### config.mk
export PLATFORM = sky130hd
export DESIGN_NAME = adc_ctrl
export DESIGN_NICKNAME = d
export VERILOG_FILES = /design/src/rtl/adc_ctrl_pkg.sv /design/src/rtl/adc_clk_div.sv /design/src/rtl/adc_sar_seq.sv /design/src/rtl/adc_pin_map.sv /design/src/rtl/adc_ctrl.sv
export SDC_FILE = /design/constraint.sdc
export NUM_CORES = 1
export LEC_CHECK = 0
export CORE_ASPECT_RATIO = 0.5
export CORE_MARGIN = 3
export CORE_UTILIZATION = 39
export DETAILED_ROUTE_END_ITERATION = 8
export SLEW_MARGIN = 20
export SYNTH_ARGS = -nofsm -noshare
export SYNTH_HDL_FRONTEND = slang
export SYNTH_HIERARCHICAL = 1
export SYNTH_SLANG_ARGS = --single-unit
### constraint.sdc
create_clock -name clk_i -period 5.85 [get_ports clk_i]
set_input_delay 1.17 -clock clk_i [delete_from_list [all_inputs] [get_ports clk_i]]
set_output_delay 1.17 -clock clk_i [all_outputs]
set_load 0.005 [all_outputs]
### src/rtl/adc_ctrl_pkg.sv
package adc_ctrl_pkg;
  typedef enum logic [1:0] {
    ST_IDLE, ST_ARMED, ST_SAMPLE, ST_TRIAL
  } seq_state_e;

  localparam logic [1:0] OFS_RES_LO = 2'd0;
  localparam logic [1:0] OFS_RES_HI = 2'd1;
  localparam logic [1:0] OFS_CTRL   = 2'd2;
  localparam logic [1:0] OFS_CLK    = 2'd3;
endpackage

### src/rtl/adc_clk_div.sv
module adc_clk_div #(
  parameter int DIV_A = 2,
  parameter int DIV_B = 8,
  parameter int DIV_C = 32
) (
  input  logic       clk_i,
  input  logic       rst_ni,
  input  logic       run_i,
  input  logic [1:0] sel_i,
  output logic       tick_o,
  output logic       clk_o
);
  localparam int MAX_AB  = (DIV_A > DIV_B) ? DIV_A : DIV_B;
  localparam int MAX_DIV = (MAX_AB > DIV_C) ? MAX_AB : DIV_C;
  localparam int CNT_W   = $clog2(MAX_DIV);

  logic [1:0]       sel_q;
  logic [CNT_W-1:0] cnt_q, div_m1;

  // select code 3 falls back to the slowest divider
  always_comb begin
    case (sel_q)
      2'd0:    div_m1 = CNT_W'(DIV_A - 1);
      2'd1:    div_m1 = CNT_W'(DIV_B - 1);
      default: div_m1 = CNT_W'(DIV_C - 1);
    endcase
  end

  always_ff @(posedge clk_i or negedge rst_ni) begin
    if (!rst_ni) begin
      cnt_q <= '0;
      sel_q <= '0;
    end else if (!run_i) begin
      cnt_q <= '0;
      sel_q <= sel_i;  // divider frozen for the whole conversion
    end else if (cnt_q >= div_m1) begin
      cnt_q <= '0;
    end else begin
      cnt_q <= cnt_q + 1'b1;
    end
  end

  assign tick_o = run_i && (cnt_q >= div_m1);
  assign clk_o  = run_i && (cnt_q > (div_m1 >> 1));

  p_cnt_bound_r5: assert property (@(posedge clk_i) disable iff (!rst_ni)
    run_i |-> (cnt_q <= div_m1));
endmodule

### src/rtl/adc_sar_seq.sv
module adc_sar_seq #(
  parameter int RES_W = 10
) (
  input  logic             clk_i,
  input  logic             rst_ni,
  input  logic             start_rise_i,
  input  logic             start_fall_i,
  input  logic             tick_i,
  input  logic             cmp_i,
  output logic             eoc_o,
  output logic             busy_o,
  output logic             sample_o,
  output logic             done_o,
  output logic [RES_W-1:0] dac_o,
  output logic [RES_W-1:0] result_o
);
  import adc_ctrl_pkg::*;
  localparam int IDX_W = $clog2(RES_W);

  seq_state_e       state_q;
  logic [RES_W-1:0] sar_q, trial_bit, trial;
  logic [IDX_W-1:0] idx_q;
  logic             eoc_q;

  assign trial_bit = RES_W'(1) << idx_q;
  assign trial     = sar_q | trial_bit;
  assign busy_o    = (state_q == ST_SAMPLE) || (state_q == ST_TRIAL);
  assign sample_o  = (state_q == ST_SAMPLE);
  assign dac_o     = (state_q == ST_TRIAL) ? trial : sar_q;
  assign done_o    = (state_q == ST_TRIAL) && tick_i && (idx_q == '0) && !start_rise_i;
  assign result_o  = cmp_i ? trial : sar_q;
  assign eoc_o     = eoc_q;

  always_ff @(posedge clk_i or negedge rst_ni) begin
    if (!rst_ni) begin
      state_q <= ST_IDLE;
      sar_q   <= '0;
      idx_q   <= '0;
      eoc_q   <= 1'b0;
    end else if (start_rise_i) begin
      // a new rising edge always re-arms, aborting any running conversion
      state_q <= ST_ARMED;
      eoc_q   <= 1'b1;
    end else begin
      case (state_q)
        ST_ARMED: if (start_fall_i) begin
          state_q <= ST_SAMPLE;
          sar_q   <= '0;
          idx_q   <= IDX_W'(RES_W - 1);
        end
        ST_SAMPLE: if (tick_i) state_q <= ST_TRIAL;
        ST_TRIAL: if (tick_i) begin
          if (cmp_i) sar_q <= trial;
          if (idx_q == '0) begin
            state_q <= ST_IDLE;
            eoc_q   <= 1'b0;
          end else begin
            idx_q <= idx_q - 1'b1;
          end
        end
        default: ;
      endcase
    end
  end

  p_eoc_set_r3: assert property (@(posedge clk_i) disable iff (!rst_ni)
    start_rise_i |=> eoc_o);
  p_busy_flag_r4: assert property (@(posedge clk_i) disable iff (!rst_ni)
    busy_o |-> eoc_o);
  p_done_clear_r5: assert property (@(posedge clk_i) disable iff (!rst_ni)
    done_o |=> (!eoc_o && !busy_o));
  p_sample_first_r9: assert property (@(posedge clk_i) disable iff (!rst_ni)
    $rose(busy_o) |-> sample_o);
endmodule

### src/rtl/adc_pin_map.sv
module adc_pin_map #(
  parameter int N_PINS = 8,
  parameter int CFG_W  = 3
) (
  input  logic [CFG_W-1:0]  cfg_i,
  output logic [N_PINS-1:0] analog_en_o,
  output logic              power_o
);
  for (genvar p = 0; p < N_PINS; p++) begin : g_pin
    assign analog_en_o[p] = (cfg_i != '0) && (int'(cfg_i) >= p);
  end

  assign power_o = |analog_en_o;
endmodule

### src/rtl/adc_ctrl.sv
module adc_ctrl #(
  parameter logic [7:0] BASE_ADDR = 8'h24,
  parameter int         RES_W     = 10,
  parameter int         N_PINS    = 8,
  parameter int         DIV_A     = 2,
  parameter int         DIV_B     = 8,
  parameter int         DIV_C     = 32
) (
  input  logic              clk_i,
  input  logic              rst_ni,
  input  logic [7:0]        addr_i,
  input  logic [7:0]        wdata_i,
  input  logic              we_i,
  output logic [7:0]        rdata_o,
  input  logic              cmp_i,
  output logic [RES_W-1:0]  dac_code_o,
  output logic              sample_o,
  output logic              adc_clk_o,
  output logic [2:0]        chan_sel_o,
  output logic [N_PINS-1:0] analog_en_o,
  output logic              adc_power_o
);
  import adc_ctrl_pkg::*;
  localparam int LO_W  = RES_W - 8;
  localparam int CFG_W = $clog2(N_PINS);

  logic [7:0]       ofs_full;
  logic [1:0]       ofs;
  logic             hit, wr_ctrl, wr_clk;
  logic [2:0]       chan_q;
  logic [CFG_W-1:0] cfg_q;
  logic             start_q, test_q;
  logic [1:0]       clk_sel_q;
  logic [RES_W-1:0] res_q, result;
  logic             start_rise, start_fall, tick, eoc, busy, done;

  assign ofs_full = addr_i - BASE_ADDR;
  assign hit      = ofs_full < 8'd4;
  assign ofs      = ofs_full[1:0];
  assign wr_ctrl  = we_i && hit && (ofs == OFS_CTRL);
  assign wr_clk   = we_i && hit && (ofs == OFS_CLK);

  assign start_rise = wr_ctrl &&  wdata_i[7] && !start_q;
  assign start_fall = wr_ctrl && !wdata_i[7] &&  start_q;

  always_ff @(posedge clk_i or negedge rst_ni) begin
    if (!rst_ni) begin
      chan_q    <= '0;
      cfg_q     <= '0;
      start_q   <= 1'b0;
      clk_sel_q <= '0;
      test_q    <= 1'b0;
      res_q     <= '0;
    end else begin
      if (wr_ctrl) begin
        chan_q  <= wdata_i[2:0];
        cfg_q   <= wdata_i[3 +: CFG_W];
        start_q <= wdata_i[7];
      end
      if (wr_clk) begin
        clk_sel_q <= wdata_i[1:0];
        test_q    <= wdata_i[7];
      end
      if (done) res_q <= result;
    end
  end

  always_comb begin
    rdata_o = '0;
    if (hit) begin
      case (ofs)
        OFS_RES_LO: rdata_o = {res_q[LO_W-1:0], {(8-LO_W){1'b0}}};
        OFS_RES_HI: rdata_o = res_q[RES_W-1 -: 8];
        OFS_CTRL:   rdata_o = {start_q, eoc, cfg_q, chan_q};
        default:    rdata_o = {test_q, 5'b0, clk_sel_q};
      endcase
    end
  end

  adc_clk_div #(.DIV_A(DIV_A), .DIV_B(DIV_B), .DIV_C(DIV_C)) u_div (
    .clk_i  (clk_i),
    .rst_ni (rst_ni),
    .run_i  (busy),
    .sel_i  (clk_sel_q),
    .tick_o (tick),
    .clk_o  (adc_clk_o)
  );

  adc_sar_seq #(.RES_W(RES_W)) u_seq (
    .clk_i        (clk_i),
    .rst_ni       (rst_ni),
    .start_rise_i (start_rise),
    .start_fall_i (start_fall),
    .tick_i       (tick),
    .cmp_i        (cmp_i),
    .eoc_o        (eoc),
    .busy_o       (busy),
    .sample_o     (sample_o),
    .done_o       (done),
    .dac_o        (dac_code_o),
    .result_o     (result)
  );

  adc_pin_map #(.N_PINS(N_PINS), .CFG_W(CFG_W)) u_pins (
    .cfg_i       (cfg_q),
    .analog_en_o (analog_en_o),
    .power_o     (adc_power_o)
  );

  assign chan_sel_o = chan_q;

  p_result_hold_r7: assert property (@(posedge clk_i) disable iff (!rst_ni)
    !done |=> $stable(res_q));
endmodule

=== Word-level counts from Yosys, hierarchy flattened ===
Index checks and enable logic that the tools add are counted.

* Register bits: 44
* Bits of input ports: 20
* Output and inout port bits: 32
* Logic and storage cells: 103

* Add/sub/neg operators: 3
* Order comparisons: 10
* Equality and inequality tests: 14
* Shifts and indexed selects: 1
* Muxes and demuxes: 24
* Bitwise operators: 2
* Reduce and logical (&&, ||, !) cells: 37

{| class="wikitable"
|+ Operators by type and width
! operator !! count
|-
| 10-bit two-way mux || 4
|-
| 8-bit case mux with 3 select lines || 1
|-
| 10-bit case mux with 2 select lines || 1
|-
| 1-bit logical AND || 19
|-
| 3-bit greater-or-equal comparator (second input constant) || 4
|-
| 4-bit two-way mux || 3
|-
| 2-bit two-way mux || 5
|-
| 5-bit two-way mux || 2
|-
| 10-bit OR || 1
|-
| 5-bit case mux with 2 select lines || 1
|-
| 5-bit AND reduction || 2
|-
| 1-bit by 4-bit left shift with 10-bit output (first input constant) || 1
|-
| 2-bit == test (second input constant) || 4
|-
| 8-bit by 3-bit less-than comparator with 1-bit output (second input constant) || 1
|-
| 8-bit two-way mux || 1
|-
| 4-bit case mux with 2 select lines || 1
|-
| 2-bit nonzero test || 4
|-
| 8-bit OR reduction || 1
|-
| 8-bit by 6-bit subtractor with 8-bit output (second input constant) || 1
|-
| 2-bit by 1-bit == test with 1-bit output (second input constant) || 3
|-
| 3-bit by 2-bit greater-or-equal comparator with 1-bit output (second input constant) || 2
|-
| 3-bit by 1-bit inequality test with 1-bit output (second input constant) || 2
|-
| 3-bit by 2-bit inequality test with 1-bit output (second input constant) || 2
|-
| 2-bit case mux with 3 select lines || 1
|-
| other kinds (17) || 24
|}

=== Depth between registers and ports, before layout ===
Gate-level depths: netlist of the first run.

* Depth in word-level cells: 9
* Mapped depth: 10
* Depth with buffers taken out: 9

=== By module ===
The synthesis of the first run kept the hierarchy.

{| class="wikitable"
|+ Modules (own cells, without submodules)
! module !! instances !! cells an instance !! area an instance (um2) !! seq. area each (um2)
|-
| adc_sar_seq || 1 || 115 || 1132.3 || 425.4
|-
| adc_ctrl || 1 || 72 || 989.7 || 500.5
|-
| adc_clk_div || 1 || 43 || 456.7 || 175.2
|-
| adc_pin_map || 1 || 9 || 60.1 || 0.0
|}

=== Worst setup path before layout of the first run ===
OpenSTA, ideal clock, no wires.

* Path type: input -> output
* Start point: input addr_i[0]
* End point: output rdata_o[7]
* Arrival time: 2051 ps
* Data required time: 4680 ps
* Path slack: 2629 ps
* Stages on the path: 3
* Path buffers: 1
* Path through: buf_4 -> mux4_1 -> and3_2

* Word-level cells in the longest chain between the ends: 4
* Elaborated cells on any way between the ends: 7
* Classes of those cells: add/sub (1); order compare (1); eq/ne (2); mux (2); reduce/logical (1)

{| class="wikitable"
|+ RTL lines
! element !! RTL line !! source
|-
| from (decl) || adc_ctrl.sv:11 || <nowiki>input logic [7:0] addr_i,</nowiki>
|-
| 8-bit by 6-bit subtractor with 8-bit output (*) || adc_ctrl.sv:37 || <nowiki>assign ofs_full = addr_i - BASE_ADDR;</nowiki>
|-
| parallel branches: the longest is 2 deep, another holds 8-bit by 3-bit less-than comparator with 1-bit output || - ||
|-
| 8-bit two-way mux (*) || adc_ctrl.sv:70 || <nowiki>if (hit) begin</nowiki>
|-
| to (decl) || adc_ctrl.sv:14 || <nowiki>output logic [7:0] rdata_o,</nowiki>
|}

Mark *: on every way between the ends.

=== Worst setup path after layout of the first run ===
Same ends and word-level chain as after synthesis.

==> results of run 1 <==
-- logic make-up after synthesis --
group / count (synthesis)
buffers and inverters: 23
AND/OR/NAND/NOR: 71
flip-flops: 44
AO/OA/AOI/OAI: 60
adder cells (fa/ha/maj): 11
multiplexers: 27
XOR/XNOR: 3
-- cell usage after synthesis, drive strengths merged, types with 2 or more instances --
library cell | count | area share, %
dfrtp | 44 | 42
mux2 | 25 | 11
a21o | 21 | 6.0
nor2 | 18 | 2.6
ha | 11 | 5.2
buf | 10 | 3.2
inv | 9 | 1.3
a41oi | 8 | 2.7
nor2b | 7 | 1.9
nor3 | 7 | 1.3
a22oi | 6 | 1.7
nand2 | 6 | 0.85
nor3b | 5 | 2.4
clkbuf | 4 | 0.57
o21ai | 4 | 0.76
a21oi | 3 | 0.57
a31oi | 3 | 0.71
and3 | 3 | 1.0
and3b | 3 | 1.1
nand3 | 3 | 0.57
nand4 | 3 | 0.71
o211ai | 3 | 1.0
o2bb2ai | 3 | 1.0
or3 | 3 | 0.71
and2 | 2 | 0.52
nand2b | 2 | 0.47
nor4b | 2 | 1.2
o21a | 2 | 0.57
o21bai | 2 | 0.57
or2 | 2 | 0.47
xor2 | 2 | 0.66
-- per-stage QoR --
stage                     util [%]  instances  area (um^2)
after global placement        49.9        363         3150
after CTS                     52.8        370         3330
after detailed placement      49.9        363         3150
after floorplan                  -        239         2640
after global routing          52.9        370         3330
final                         52.9        370         3330
-- worst max-delay path: stages --
cell and delay [ns]:
clkdlybuf4s50_1 0.71, mux4_1 0.59, and3_2 0.22, clkdlybuf4s50_1 0.45
-- sequential cells by signal, indices dropped and copies added (netlist names), 2 cells and up --
register,flops
u_div/sel_q,2
chan_sel_o,3
u_seq/idx_q,4
clk_sel_q,2
u_seq/sar_q,10
res_q,10
u_div/cnt_q,5
cfg_q,3
u_seq/state_q,2
-- cells in the final DEF (no fill, tap or decap), drive strengths merged, types with 3 or more instances in the layout --
master and n:
ha 11, nand2 6, or3 3, nor3 7, a22oi 6, a21oi 3
nand4 3, clkdlybuf4s50 49, nor3b 5, nor2b 7, o211ai 3, nor2 18
a41oi 8, a31oi 3, o21ai 4, nand3 3, a21o 21, and3 3
dfrtp 44, o2bb2ai 3, mux2 25, inv 9, and3b 3, clkbuf 5
-- per-layer routing --
layer	GRT usage [%]	up-vias	part of all wire, %
met1	22.8	992	49
met2	24.9	23	47
met4	4.60	0	0.49
met5	0	-	0
li1	-	969	-
met3	3.89	2	3.5
-- power by group through the flow --
| stage | registers, mW | clock network (mW) | logic [mW] |
|---|---|---|---|
| after global placement | 0.324 | 0 | 0.0667 |
| after floorplan | 0.321 | 0 | 0.0344 |
| after global routing | 0.320 | 0.377 | 0.0745 |
| final | 0.319 | 0.356 | 0.0678 |
| after CTS | 0.319 | 0.367 | 0.0685 |
| after detailed placement | 0.325 | 0 | 0.0680 |
-- layout make-up --
class	instances	area, um^2
clock buffers	5	125
clock inverters	2	60.1
well taps	88	110
fillers	574	2970
flip-flops and latches	44	1100
repair buffers	50	498
inverters	9	33.8
multi-input cells	172	1410
-- worst max path at each step --
stage	start	to	slack [ns]	depth (start not counted)
floorplan	addr_i[0]	rdata_o[7]	2.63	3
global placement	addr_i[0]	rdata_o[7]	1.53	4
detailed placement	addr_i[0]	rdata_o[7]	1.53	4
CTS	addr_i[0]	rdata_o[7]	1.53	4
global route	addr_i[0]	rdata_o[1]	1.42	5
finish	addr_i[0]	rdata_o[7]	1.53	4
==> flow_summary.yaml, run 1 <==
global_route:
  grt_overflow_total: 0
  grt_pass1_wl_um: 9940
  grt_max_degree: 45
  grt_pass1_vias: 1987
  track_usage_pct: 16.2
  grt_antenna_before_repair: 0
route:
  vias_per_cell: 5.37
  drc: 0
  wl_per_cell_um: 16.0
  drtIter0Drc: 74
  ant_nets: 0
  routed_wl_um: 5910
  via_count: 1986
  drtPass1Iterations: 4
clock_network:
  cts_hold_buffers: 0
  cts_setup_buffers: 0
  cts_buffers: 5
  clock_latency_ns: 0.29
  postCtsResizedCells: 0
  clockBufferDepth: 2
  cts_max_level: 2
  cts_root_buf: "clkbuf_16"
  clk_pin_slew_ns: 0.06
  cts_tree: "yes"
  cts_num_sinks: 44
timing:
  finalClockSkew_ns: 0.00505
  hold_viol_final: 0
  slew_headroom_pct: 49.1
  max_clock_freq_mhz: 232
  slew_violations: 0
  period_minus_slack_ns: 4.32
  setup_ws_ns: 1.53
  rsz0062_at_grt: "no"
  fin_crit_sh_pct: 73.8
  setup_viol: 0
  tightest_slew_ns: 0.761
  finalSetupTns_ns: 0
  timing.hold.ws_ns: 0.507
synthesis:
  ys_ff_latch: 44
  ys.flop_type: "dfrtp_1"
  synth-xor-area-share_pct: 0.996
  synth_simple_gate_area_share_pct: 17.5
  ys_seq_area_share_pct: 41.7
  synth_cell_types: 57
  syn_area_um2: 2640
  yosys_warnings: 6
  synth-compound-area-share_pct: 17.3
  synth_edf_count: 0
  syn_nets: 270
  synthCells: 239
  synthAdderAreaFrac_pct: 5.22
  postSynthAreaPerCell_um2: 11.0
  async_reset_ff_share_pct: 100
  synth_mux_area_share_pct: 12.2
  synth_top_family_by_area: "simple AND/OR/NAND/NOR gates"
die:
  rows: 20
  die_h_um: 64.2
  die_area_um2: 7850
  start_util_pct: 41.8
  die_width_um: 122
  core_um2: 6310
  num_io_pins: 52
hold_path:
  min-delay-start: "res_q[9]"
  min_path_type: "flop to flop"
  hold_depth: 1
  hold_path_end: "res_q[9]"
critical_path:
  rr_startpoint: "u_div/sel_q[1]"
  path_class: "input port to output pin"
  start_kind: "input port"
  cp.arrival_ns: 3.15
  crit_fanout: 7
  reg2regPathDepth: 9
  cp-end-kind: "output pin"
  r2r_setup_slack_ns: 2.96
  worstPathRequired_ns: 4.68
  timing.rr.end: "res_q[9]"
flow_run:
  maxCapViolCount: 0
power_and_ir_drop:
  irDropWorstVdd_mv: 0.0978
  internal_power_mw: 0.591
  power_density_nw_per_um2: 223
  seq_power_share_pct: 43.0
  p_clk_share_pct: 47.9
  switching_share_pct: 20.4
  p_switching_mw: 0.152
  leakagePower_nw: 1.62
  power_frac_comb_pct: 9.1
  total_power_mw: 0.743
placement:
  dp_hpwl_um: 4370
  place_ws_ns: 1.53
  port_buffers: 50
  place.gp.congestion: 0.811
run_status:
  status: "completed"
finish:
  fin_nets: 313
  layout-drive-gt1-share_pct: 18.1
  antenna-diode-count: 0
  syn_to_final_growth_pct: 26.3
Note: power is estimated with default switching activity, not from simulation.
==> run 2: changes to the inputs <==
- clock period: 5.85 -> 4.3 ns (I/O delays scaled with it)
==> flow_summary.yaml, run 2 (synthesis results as in run 1) <==
route:
  met2WireLength_um: 2620
  drtIter0Drc: 122
  vias_per_cell: 5.24
  topRoutingLayerUsed: "met4"
  via_count: 1954
  ant_nets: 0
  routed_wl_um: 5850
  drt-met1-wl_um: 3000
  drtPass1Iterations: 4
  route.met3.wl_um: 170
  wl_per_cell_um: 15.7
  drc: 0
critical_path:
  crit_fanout: 5
  cp.arrival_ns: 2.77
  start_kind: "input port"
  path_class: "input port to output pin"
  cp-end-kind: "output pin"
  rr_startpoint: "u_div/sel_q[1]"
  reg2regPathDepth: 9
  worstPathRequired_ns: 3.44
  timing.rr.end: "u_seq/sar_q[3]"
  r2r_setup_slack_ns: 1.72
global_route:
  grt_antenna_before_repair: 0
  track_usage_pct: 15.6
  grt_overflow_total: 0
  grt_max_degree: 45
  grt_pass1_wl_um: 9760
  grt_pass1_vias: 1905
placement:
  place.gp.congestion: 0.814
  dp_hpwl_um: 4420
  port_buffers: 50
  place_ws_ns: 0.664
clock_network:
  clockBufferDepth: 2
  clk_pin_slew_ns: 0.06
  postCtsResizedCells: 0
  cts_root_buf: "clkbuf_16"
  cts_hold_buffers: 0
  cts_tree: "yes"
  cts_setup_buffers: 0
  cts_num_sinks: 44
  clock_latency_ns: 0.28
  cts_buffers: 5
  cts_max_level: 2
timing:
  slew_headroom_pct: 35.2
  slew_violations: 0
  finalSetupTns_ns: 0
  tightest_slew_ns: 0.971
  setup_viol: 0
  max_clock_freq_mhz: 276
  hold_viol_final: 0
  setup_ws_ns: 0.673
  finalClockSkew_ns: 0.00361
  fin_crit_sh_pct: 84.4
  rsz0062_at_grt: "no"
  period_minus_slack_ns: 3.63
hold_path:
  hold_path_end: "u_seq/eoc_o"
  min_path_type: "flop to flop"
  hold_depth: 1
  min-delay-start: "u_seq/eoc_o"
finish:
  fillers: 583
  layout-drive-gt1-share_pct: 18.6
  reg_top3: "res_q (10), u_seq/sar_q (10), u_div/cnt_q (5)"
  fin_nets: 315
  finish.utilization_pct: 52.7
  final_cell_mix: "clkdlybuf4s50_1, dfrtp_1, mux2_2"
  layout_commonest_cell: "clkdlybuf4s50_1"
  seq_area_um2: 1100
  antenna-diode-count: 0
  syn_to_final_growth_pct: 26.0
  multi_input_area_um2: 1410
power_and_ir_drop:
  power_density_nw_per_um2: 286
  leakagePower_nw: 1.62
  irDropWorstVdd_mv: 0.140
  total_power_mw: 0.952
die:
  rows: 20
  die_h_um: 64.2
  start_util_pct: 41.8
  core_um2: 6310
  num_io_pins: 52
  die_width_um: 122
  die_area_um2: 7850
flow_run:
  maxCapViolCount: 0
run_status:
  status: "completed"
[run 2: cell types whose count changed in the layout (fill, tap and decap cells not counted)]
cell | previous run | this run
bufinv_16 | 2 | 1
buf_4 | 1 | 2
clkinv_2 | 0 | 1
buf_2 | 0 | 1
clkbuf_1 | 0 | 1
[run 2: per-stage QoR]
step / hold slack (ns) / instances / area (um^2)
finish: 0.497 / 373 / 3320
detailed placement: 0.491 / 365 / 3160
global route: 0.521 / 373 / 3320
CTS: 0.506 / 373 / 3320
floorplan: 0.450 / 239 / 2640
global placement: 0.481 / 365 / 3160
[run 2: area by class of cell]
class	instances	share of cell area, %
multi-input cells	172	42.3
flip-flops and latches	44	33.1
repair buffers	52	15.4
clock buffers	6	3.88
well taps	88	3.31
clock inverters	2	1.05
inverters	9	1.02
[run 2: worst max-delay path, stage by stage]
cell             delay [ns]
clkdlybuf4s50_1        0.65
mux4_1                 0.58
and3_2                 0.22
clkdlybuf4s50_1        0.45
[run 2: how the worst max path moves through the flow]
stage | from | end | slack (ns) | cells past startpoint
floorplan | addr_i[0] | rdata_o[7] | 1.70 | 3
global placement | addr_i[0] | rdata_o[7] | 0.64 | 4
detailed placement | addr_i[0] | rdata_o[7] | 0.66 | 4
CTS | addr_i[0] | rdata_o[7] | 0.66 | 4
global route | addr_i[0] | rdata_o[7] | 0.59 | 4
finish | addr_i[0] | rdata_o[7] | 0.67 | 4
[run 2: report_power, final]
group          switching [mW]  internal [mW]  leakage [nW]
combinational          0.0399         0.0521         0.934
sequential             0.0114          0.423         0.607
clock                   0.152          0.273        0.0808
total                   0.204          0.748          1.62
[run 2: metal layers]
metal,track usage [%],vias up
li1,-,975
met4,4.04,0
met1,22.4,945
met5,0,-
met2,23.8,26
met3,3.45,8
